`src/rtl/i2c10_pkg.sv`:
```
package i2c10_pkg;

    typedef enum logic [1:0] {
        PH_IDLE   = 2'd0,
        PH_FIRST  = 2'd1,
        PH_SECOND = 2'd2,
        PH_DATA   = 2'd3
    } phase_e;

    typedef struct packed {
        phase_e phase;
        logic   pending;
        logic   selected;
        logic   read;
        logic   ack_valid;
        logic   ack;
    } match_state_t;

endpackage

```
`src/rtl/i2c10_first_decode.sv`:
```
module i2c10_first_decode #(
    parameter int ADDR_W = 10,
    parameter int BYTE_W = 8
) (
    input  logic [BYTE_W-1:0] byte_i,
    input  logic [ADDR_W-1:0] own_addr_i,
    output logic              ten_prefix_o,
    output logic              hi_match_o,
    output logic              seven_match_o,
    output logic              rw_o
);
    localparam int HI_W   = ADDR_W - BYTE_W;
    localparam int SEV_W  = BYTE_W - 1;
    localparam int PFX_W  = SEV_W - HI_W;
    localparam int RSV7_W = PFX_W - 1;
    localparam logic [PFX_W-1:0] TEN_PFX = {{(PFX_W-1){1'b1}}, 1'b0};

    logic [PFX_W-1:0] pfx;
    logic             rsv7;

    always_comb begin
        pfx           = byte_i[BYTE_W-1 -: PFX_W];
        rsv7          = &byte_i[BYTE_W-1 -: RSV7_W];
        ten_prefix_o  = (pfx == TEN_PFX);
        hi_match_o    = (byte_i[HI_W:1] == own_addr_i[ADDR_W-1 -: HI_W]);
        seven_match_o = !rsv7 && (byte_i[BYTE_W-1:1] == own_addr_i[SEV_W-1:0]);
        rw_o          = byte_i[0];
    end
endmodule

```
`src/rtl/i2c10_low_compare.sv`:
```
module i2c10_low_compare #(
    parameter int BYTE_W = 8
) (
    input  logic [BYTE_W-1:0] byte_i,
    input  logic [BYTE_W-1:0] low_addr_i,
    output logic              low_match_o
);
    logic [BYTE_W-1:0] bit_eq;

    for (genvar g = 0; g < BYTE_W; g++) begin : g_bit
        assign bit_eq[g] = ~(byte_i[g] ^ low_addr_i[g]);
    end

    assign low_match_o = &bit_eq;
endmodule

```
`src/rtl/i2c10_addr_match.sv`:
```
module i2c10_addr_match
    import i2c10_pkg::*;
#(
    parameter int ADDR_W = 10,
    parameter int BYTE_W = 8
) (
    input  logic              clk,
    input  logic              rst_n,
    input  logic              start_i,
    input  logic              stop_i,
    input  logic              byte_valid_i,
    input  logic [BYTE_W-1:0] byte_i,
    input  logic              mode10_i,
    input  logic [ADDR_W-1:0] own_addr_i,
    output logic              ack_valid_o,
    output logic              ack_o,
    output logic              selected_o,
    output logic              read_o
);
    match_state_t st_d, st_q;
    logic ten_prefix, hi_match, seven_match, rw, low_match;
    logic in_first;

    i2c10_first_decode #(.ADDR_W(ADDR_W), .BYTE_W(BYTE_W)) u_first (
        .byte_i        (byte_i),
        .own_addr_i    (own_addr_i),
        .ten_prefix_o  (ten_prefix),
        .hi_match_o    (hi_match),
        .seven_match_o (seven_match),
        .rw_o          (rw)
    );

    i2c10_low_compare #(.BYTE_W(BYTE_W)) u_low (
        .byte_i      (byte_i),
        .low_addr_i  (own_addr_i[BYTE_W-1:0]),
        .low_match_o (low_match)
    );

    assign in_first = (st_q.phase == PH_FIRST);

    always_comb begin
        st_d           = st_q;
        st_d.ack_valid = 1'b0;
        st_d.ack       = 1'b0;
        if (stop_i) begin
            st_d.phase    = PH_IDLE;
            st_d.pending  = 1'b0;
            st_d.selected = 1'b0;
            st_d.read     = 1'b0;
        end else if (start_i) begin
            st_d.phase    = PH_FIRST;
            st_d.selected = 1'b0;
            st_d.read     = 1'b0;
        end else if (byte_valid_i) begin
            unique case (st_q.phase)
                PH_FIRST: begin
                    st_d.ack_valid = 1'b1;
                    st_d.phase     = PH_DATA;
                    if (!mode10_i) begin
                        st_d.pending  = 1'b0;
                        st_d.ack      = seven_match;
                        st_d.selected = seven_match;
                        st_d.read     = seven_match && rw;
                    end else if (ten_prefix && hi_match && !rw) begin
                        st_d.ack     = 1'b1;
                        st_d.pending = 1'b0;
                        st_d.phase   = PH_SECOND;
                    end else if (ten_prefix && hi_match && rw && st_q.pending) begin
                        st_d.ack      = 1'b1;
                        st_d.selected = 1'b1;
                        st_d.read     = 1'b1;
                    end else begin
                        st_d.pending = 1'b0;
                    end
                end
                PH_SECOND: begin
                    st_d.ack_valid = 1'b1;
                    st_d.ack       = low_match;
                    st_d.selected  = low_match;
                    st_d.read      = 1'b0;
                    st_d.pending   = low_match;
                    st_d.phase     = PH_DATA;
                end
                default: ;
            endcase
        end
    end

    always_ff @(posedge clk) begin
        if (!rst_n) begin
            st_q <= '{phase: PH_IDLE, pending: 1'b0, selected: 1'b0,
                      read: 1'b0, ack_valid: 1'b0, ack: 1'b0};
        end else begin
            st_q <= st_d;
        end
    end

    assign ack_valid_o = st_q.ack_valid;
    assign ack_o       = st_q.ack;
    assign selected_o  = st_q.selected;
    assign read_o      = st_q.read;
endmodule

```
`config.mk`:
```
export PLATFORM = sky130hd
export DESIGN_NAME = i2c10_addr_match
export DESIGN_NICKNAME = d
export VERILOG_FILES = /design/src/rtl/i2c10_pkg.sv /design/src/rtl/i2c10_first_decode.sv /design/src/rtl/i2c10_low_compare.sv /design/src/rtl/i2c10_addr_match.sv
export SDC_FILE = /design/constraint.sdc
export NUM_CORES = 1
export LEC_CHECK = 0
export BUFFER_PORTS_ARGS = -buffer_cell sky130_fd_sc_hd__clkbuf_2
export CAP_MARGIN = 20
export CORE_AREA = 8 8 49 51
export CTS_CLUSTER_DIAMETER = 50
export CTS_CLUSTER_SIZE = 14
export DETAILED_ROUTE_END_ITERATION = 8
export DIE_AREA = 0 0 57 59
export PLACE_DENSITY = 0.67
export SYNTH_ARGS = -nofsm -noshare
export SYNTH_HDL_FRONTEND = slang
export SYNTH_HIERARCHICAL = 1
export SYNTH_SLANG_ARGS = --single-unit
```
`constraint.sdc`:
```
create_clock -name clk -period 2.4 [get_ports clk]
set_input_delay 0.12 -clock clk [delete_from_list [all_inputs] [get_ports clk]]
set_output_delay 0.12 -clock clk [all_outputs]
set_load 0.005 [all_outputs]
```
==> flow_metrics.env, run 1 <==
export IMPL_status="completed"
export IMPL_postCtsHoldBufs=0
export IMPL_dieWidth_um=57
export IMPL_arrival_ps=1600
export IMPL_synth_edf_count=0
export IMPL_synth_flop_cell="dfxtp_1"
export IMPL_p_clk_frac=0.354
export IMPL_antenna_found_initial=0
export IMPL_r2r_start="st_q[5]"
export IMPL_num_vias=582
export IMPL_hp_class="in -> reg"
export IMPL_rsz0062_at_grt="no"
export IMPL_cts_sinks=7
export IMPL_ir_drop_mv=0.345
export IMPL_yosys_area_top_type="dfxtp_1"
export IMPL_async_flop_share=0
export IMPL_cts_root_buffer="clkbuf_4"
export IMPL_min_path_cells=2
export IMPL_worstSetupEndpointType="flop"
export IMPL_synth_seq_cells=7
export IMPL_rows=15
export IMPL_placed_area_um2=772
export IMPL_fin_area_um2=798
export IMPL_port_buffers=27
export IMPL_period_share=0.596
export IMPL_syn2layout_area_growth_pct=28.1
export IMPL_cts_setup_buffers=0
export IMPL_ys_warn_count=6
export IMPL_drt_iter0_markers=10
export IMPL_antennaDiodeCount=0
export IMPL_slew_headroom=0.754
export IMPL_drc=0
export IMPL_core_area_mm2=0.00165
export IMPL_clkTransAtPathRegs_ps=60
export IMPL_hold_viol=0
export IMPL_r2r_end="st_q[5]"
export IMPL_utilization=0.483
export IMPL_syn_num_nets=97
export IMPL_leakage_nw=0.335
export IMPL_netSwitchingFraction=0.279
export IMPL_power_density_mw_per_mm2=384
export IMPL_power_frac_comb=0.260
export IMPL_cp_slowest_cell="dfxtp_1"
export IMPL_crit_type="reg -> reg"
export IMPL_syn_avg_cell_area_um2=8.78
export IMPL_grtUsageTotal=0.0996
export IMPL_synth_area_leaders="dfxtp_1 22%, xnor2_1 17%, xor2_1 5.6%"
export IMPL_synth_seq_area_share=0.225
export IMPL_gp_congestion=0.863
export IMPL_crit_cells=5
export IMPL_ios=28
export IMPL_ctsResizeCount=0
export IMPL_worst_slack_ps=970
export IMPL_firstDrtPassIters=3
export IMPL_cts_max_path_buffers=2
export IMPL_regArea_um2=140
export IMPL_final_max_slew_viol_count=0
export IMPL_drt_wirelength_per_cell_um=13.6
export IMPL_yosysMostFrequentCell="xnor2_1"
export IMPL_drt_vias_per_instance=4.93
export IMPL_grt_overflow=0
export IMPL_die_area_mm2=0.00336
export IMPL_final_nets=128
export IMPL_worstPathRequired_ps=2570
export IMPL_grt_max_degree=8
export IMPL_path_cells="inv_1, ha_1, and2b_1, o221ai_1, a21boi_0"
export IMPL_n_fill_cell=180
export IMPL_critical_path_endpoint="st_q[5]"
export IMPL_rrSetupSlack_ps=970
export IMPL_p_seq_frac=0.386
export IMPL_cts_tree="done"
export IMPL_drive_gt1_frac=0.356
export IMPL_max_stage_delay_ps=370
export IMPL_min_period_ps=1430
export IMPL_grt_pass1_vias=651
export IMPL_path_max_fanout=4
export IMPL_critical_path_top_delay_family="flip-flops"
export IMPL_synthesis_area_um2=623
export IMPL_start_util=0.377
export IMPL_die_y_um=59
export IMPL_fin_setup_tns_ps=0
export IMPL_synth_cells=71
export IMPL_r2r_cells=5
export IMPL_ys_top_cells_by_count="12 x xnor2_1, 7 x dfxtp_1, 6 x nand2_1"
export IMPL_finalSetupViolations=0
export IMPL_fin_skew_ps=6.76
export IMPL_synth_cell_types=32
export IMPL_insertion_delay_ps=250
export IMPL_cts_made_buffers=3
export IMPL_post_dp_hpwl_mm=1.33
export IMPL_switchingPower_mw=0.0855
export IMPL_multi_input_area_um2=464
export IMPL_critPathBufInv=1
export IMPL_place_ws_ps=952
export IMPL_ant_nets=0
export IMPL_cp_start_kind="flop"
export IMPL_synth_top_area_share=0.225
export IMPL_drv_cap=0
export IMPL_routed_wl_mm=1.61
export IMPL_tightest_slew_ps=366
export IMPL_critPathLaunch="st_q[5]"
export IMPL_htree_levels=1
export IMPL_internal_power_mw=0.221
export IMPL_max_freq_mhz=699
export IMPL_power_mw=0.307
export IMPL_grt_first_pass_wirelength_mm=2.74
==> cells in the final DEF, fill, tap and decap left out, types with 2 or more instances in the layout <==
master,count
nand2b_1,2
nand2_1,6
a21oi_1,2
nor2_1,3
dfxtp_1,7
xor2_1,4
clkbuf_2,27
clkbuf_4,3
and2_1,3
ha_1,2
nand3_1,2
xnor2_1,12
inv_1,3
nand4_1,3
mux2i_1,3
==> flip-flops by register name, summed over array words and instances (netlist names) <==
name and cells:
selected_o 1, read_o 1, ack_o 1, st_q 3, ack_valid_o 1
==> metal layers <==
layer  vias to the layer above  GRT usage  share of wire
met5                         -          0              0
met4                         0     0.0101              0
met3                         0     0.0429          0.035
met2                         7      0.178           0.56
met1                       264      0.109           0.41
li1                        311          -              -
==> metrics by stage <==
stage | hold slack [ps] | instances
floorplan | 231 | 71
global placement | 427 | 114
detailed placement | 439 | 114
CTS | 178 | 118
global route | 178 | 118
finish | 177 | 118
==> area by class of cell <==
class	instances	area share
Multi-Input combinational cell	60	0.582
Inverter	3	0.0141
Tap cell	17	0.0266
Clock buffer	4	0.0329
Sequential cell	7	0.176
Timing Repair Buffer	27	0.169
==> kinds of logic after synthesis <==
logic type,synth area share
simple gates,0.257
xor+xnor,0.225
compound gates,0.175
flops,0.225
buf+inv,0.0301
mux,0.0482
fa+ha+maj,0.0402
==> how the worst min path moves through the flow <==
| stage | from | to | slack [ps] |
|---|---|---|---|
| final | mode10_i | ack_o | 180 |
| after global routing | mode10_i | ack_o | 180 |
| after CTS | mode10_i | ack_o | 180 |
| after detailed placement | mode10_i | ack_o | 440 |
| after global placement | mode10_i | ack_o | 430 |
| after floorplan | mode10_i | ack_o | 230 |
==> power groups by stage <==
stage | sequential, mW | clock [mW] | combinational (mW)
final | 0.118 | 0.109 | 0.0797
after global routing | 0.118 | 0.123 | 0.0880
after CTS | 0.118 | 0.112 | 0.0803
after detailed placement | 0.121 | 0 | 0.0793
after global placement | 0.121 | 0 | 0.0780
after floorplan | 0.121 | 0 | 0.0431
Note: power is estimated with default switching activity, not from simulation.
==> run 2: changes to the inputs <==
--- a/config.mk
+++ b/config.mk
@@ -5,14 +5,15 @@
 export SDC_FILE = /design/constraint.sdc
 export NUM_CORES = 1
 export LEC_CHECK = 0
+export ABC_AREA = 1
 export BUFFER_PORTS_ARGS = -buffer_cell sky130_fd_sc_hd__clkbuf_2
 export CAP_MARGIN = 20
-export CORE_AREA = 8 8 49 51
+export CORE_AREA = 8 8 46 66
 export CTS_CLUSTER_DIAMETER = 50
 export CTS_CLUSTER_SIZE = 14
 export DETAILED_ROUTE_END_ITERATION = 8
-export DIE_AREA = 0 0 57 59
-export PLACE_DENSITY = 0.67
+export DIE_AREA = 0 0 54 74
+export PLACE_DENSITY = 0.64
 export SYNTH_ARGS = -nofsm -noshare
 export SYNTH_HDL_FRONTEND = slang
 export SYNTH_HIERARCHICAL = 1
==> constraint.sdc (replaced) <==
create_clock -name clk -period 1.35 [get_ports clk]
set_input_delay 0.0675 -clock clk [delete_from_list [all_inputs] [get_ports clk]]
set_output_delay 0.0675 -clock clk [all_outputs]
set_load 0.005 [all_outputs]
==> run 2 against run 1 <==
Effect of this change:
- clock skew grew 4.9 ps
- clock power rose by 83%
- flip-flop and latch count unchanged
- fmax is 17% higher
- synthesized cell count rose by 120%
- global-route usage grew 1.5 points
- area after synthesis is 27% higher
- power up 90%
- utilization fell by 2.7 points
- combinational power rose by 120%
- largest cell class unchanged
==> flow_metrics.env, run 2 <==
export IMPL_num_vias=942
export IMPL_n_fill_cell=241
export IMPL_netSwitchingFraction=0.328
export IMPL_grt_first_pass_wirelength_mm=3.63
export IMPL_insertion_delay_ps=260
export IMPL_syn_avg_cell_area_um2=5.01
export IMPL_start_util=0.368
export IMPL_rrSetupSlack_ps=120
export IMPL_max_freq_mhz=816
export IMPL_switchingPower_mw=0.192
export IMPL_final_max_slew_viol_count=0
export IMPL_final_nets=215
export IMPL_hold_ws_ps=30.9
export IMPL_internal_power_mw=0.392
export IMPL_grt_overflow=0
export IMPL_fin_setup_tns_ps=0
export IMPL_cts_made_buffers=3
export IMPL_antennaDiodeCount=0
export IMPL_hold_viol=0
export IMPL_drt_iter0_markers=12
export IMPL_power_density_mw_per_mm2=594
export IMPL_ios=28
export IMPL_cp_start_kind="flop"
export IMPL_ant_nets=0
export IMPL_crit_type="reg -> reg"
export IMPL_die_y_um=74
export IMPL_min_period_ps=1230
export IMPL_syn2layout_area_growth_pct=24.2
export IMPL_path_cells="inv_1, ha_1, nand2_2, clkinv_1, o21ai_2, nand2_2, nor2_1, nor2_1"
export IMPL_tightest_slew_ps=258
export IMPL_rows=21
export IMPL_path_max_fanout=4
export IMPL_synth_edf_count=0
export IMPL_ys_top_cells_by_count="59 x nand2_1, 36 x inv_1, 28 x nor2_1"
export IMPL_clkTransAtPathRegs_ps=60
export IMPL_drt_vias_per_instance=4.46
export IMPL_post_dp_hpwl_mm=1.75
export IMPL_hp_class="in -> reg"
export IMPL_cp_slowest_cell="dfxtp_1"
export IMPL_leakage_nw=0.647
export IMPL_cts_root_buffer="clkbuf_4"
export IMPL_gp_congestion=0.902
export IMPL_drv_cap=0
export IMPL_ir_drop_mv=0.280
export IMPL_grtUsageTotal=0.115
export IMPL_synth_seq_area_share=0.177
export IMPL_syn_num_nets=184
export IMPL_finalSetupViolations=0
export IMPL_p_seq_frac=0.361
export IMPL_power_mw=0.584
export IMPL_worstSetupEndpointType="flop"
export IMPL_layout_common_cells="59 x nand2_1, 35 x inv_1, 28 x nor2_1, 27 x clkbuf_2, 6 x dfxtp_1"
export IMPL_dieWidth_um=54
export IMPL_synthesis_area_um2=792
export IMPL_status="completed"
export IMPL_synth_seq_cells=7
export IMPL_worstPathRequired_ps=1500
export IMPL_grt_pass1_vias=979
export IMPL_die_area_mm2=0.00400
export IMPL_antenna_found_initial=0
export IMPL_fin_area_um2=983
export IMPL_synth_flop_cell="dfxtp_1"
export IMPL_synth_top_area_share=0.280
export IMPL_synth_cells=158
export IMPL_cts_max_path_buffers=2
export IMPL_cts_tree="done"
export IMPL_drc=0
export IMPL_port_buffers=27
export IMPL_p_clk_frac=0.343
export IMPL_core_area_mm2=0.00215
export IMPL_synth_area_leaders="nand2_1 28%, dfxtp_1 18%, inv_1 17%"
export IMPL_firstDrtPassIters=6
export IMPL_final_common_cell="nand2_1"
export IMPL_routed_wl_mm=1.98
export IMPL_arrival_ps=1370
export IMPL_async_flop_share=0
export IMPL_slew_headroom=0.826
export IMPL_drt_wirelength_per_cell_um=9.37
export IMPL_top_register="st_q"
export IMPL_power_frac_comb=0.296
export IMPL_placed_area_um2=948
export IMPL_ys_warn_count=6
export IMPL_yosysMostFrequentCell="nand2_1"
export IMPL_fin_skew_ps=11.7
export IMPL_max_stage_delay_ps=330
export IMPL_drive_gt1_frac=0.229
export IMPL_grt_max_degree=6
export IMPL_synth_cell_types=20
export IMPL_largest_reg_flops=3
export IMPL_yosys_area_top_type="nand2_1"
export IMPL_htree_levels=1
export IMPL_period_share=0.908
export IMPL_cts_sinks=7
run 2: cell count changes after synthesis, sizes merged, moves of 2 or more:
cell / before / now
inv: 3 / 38
xnor2: 12 / 0
nor3b: 2 / 0
o211ai: 2 / 0
mux2i: 3 / 0
o21ai: 2 / 4
xor2: 4 / 2
nand2: 6 / 62
nand2b: 2 / 0
nor3: 0 / 3
and2: 3 / 0
nor2: 3 / 31
a21boi: 2 / 0
nand4: 4 / 0
run 2: final cells by class:
type | count | area, µm² | area share
Multi-Input combinational cell | 111 | 503 | 0.511
Timing Repair Buffer | 27 | 135 | 0.137
Tap cell | 23 | 28.8 | 0.0293
Inverter | 39 | 149 | 0.151
Clock buffer | 4 | 26.3 | 0.0267
Sequential cell | 7 | 141 | 0.144
run 2: kinds of logic after synthesis:
family,share of synthesized area
flops,0.177
fa+ha+maj,0.0316
simple gates,0.521
xor+xnor,0.0221
compound gates,0.0537
buf+inv,0.194
run 2: power groups by stage:
stage | clock (mW) | combinational [mW] | sequential [mW]
floorplan | 0 | 0.0996 | 0.215
global placement | 0 | 0.165 | 0.215
detailed placement | 0 | 0.171 | 0.215
CTS | 0.203 | 0.172 | 0.211
global route | 0.224 | 0.203 | 0.212
finish | 0.200 | 0.173 | 0.211
run 2: through the flow:
stage | setup WS, ps | util | instances
5_1_grt | -0.971 | 0.456 | 211
3_5_place_dp | 72.6 | 0.440 | 207
6_report | 125 | 0.456 | 211
4_1_cts | 62.7 | 0.452 | 211
2_1_floorplan | 168 | - | 158
3_3_place_gp | 122 | 0.440 | 207
run 2: layer usage:
layer,track usage,vias to the layer above,wire length [µm]
met5,0,-,0
met4,0.0412,0,24
met3,0.0340,4,124
met2,0.212,23,1060
met1,0.114,403,769
li1,-,512,-
run 2: worst max-delay path: cells and delay by family, from the launching register on:
kind / cells / cell delay [ps]
adder cells (fa/ha/maj): 1 / 230
flip-flops: 1 / 330
buffers and inverters: 2 / 150
AND/OR/NAND/NOR: 4 / 310
AO/OA/AOI/OAI: 1 / 100
run 2: what timing repair did:
action	4_1_cts	5_1_grt
setup endpoints to repair	0	5
hold buffers	0	0
endpoints found under the hold margin	0	0
buffers inserted	0	0
gates resized for setup	0	4
run 2: final timing paths:
| kind | startpoint | end | cells after the start |
|---|---|---|---|
| worst max-delay path | st_q[6] | read_o | 8 |
| worst min-delay path | start_i | ack_valid_o | 2 |
| worst max register to register | st_q[6] | read_o | 8 |
| worst min register to register | st_q[4] | st_q[4] | 2 |
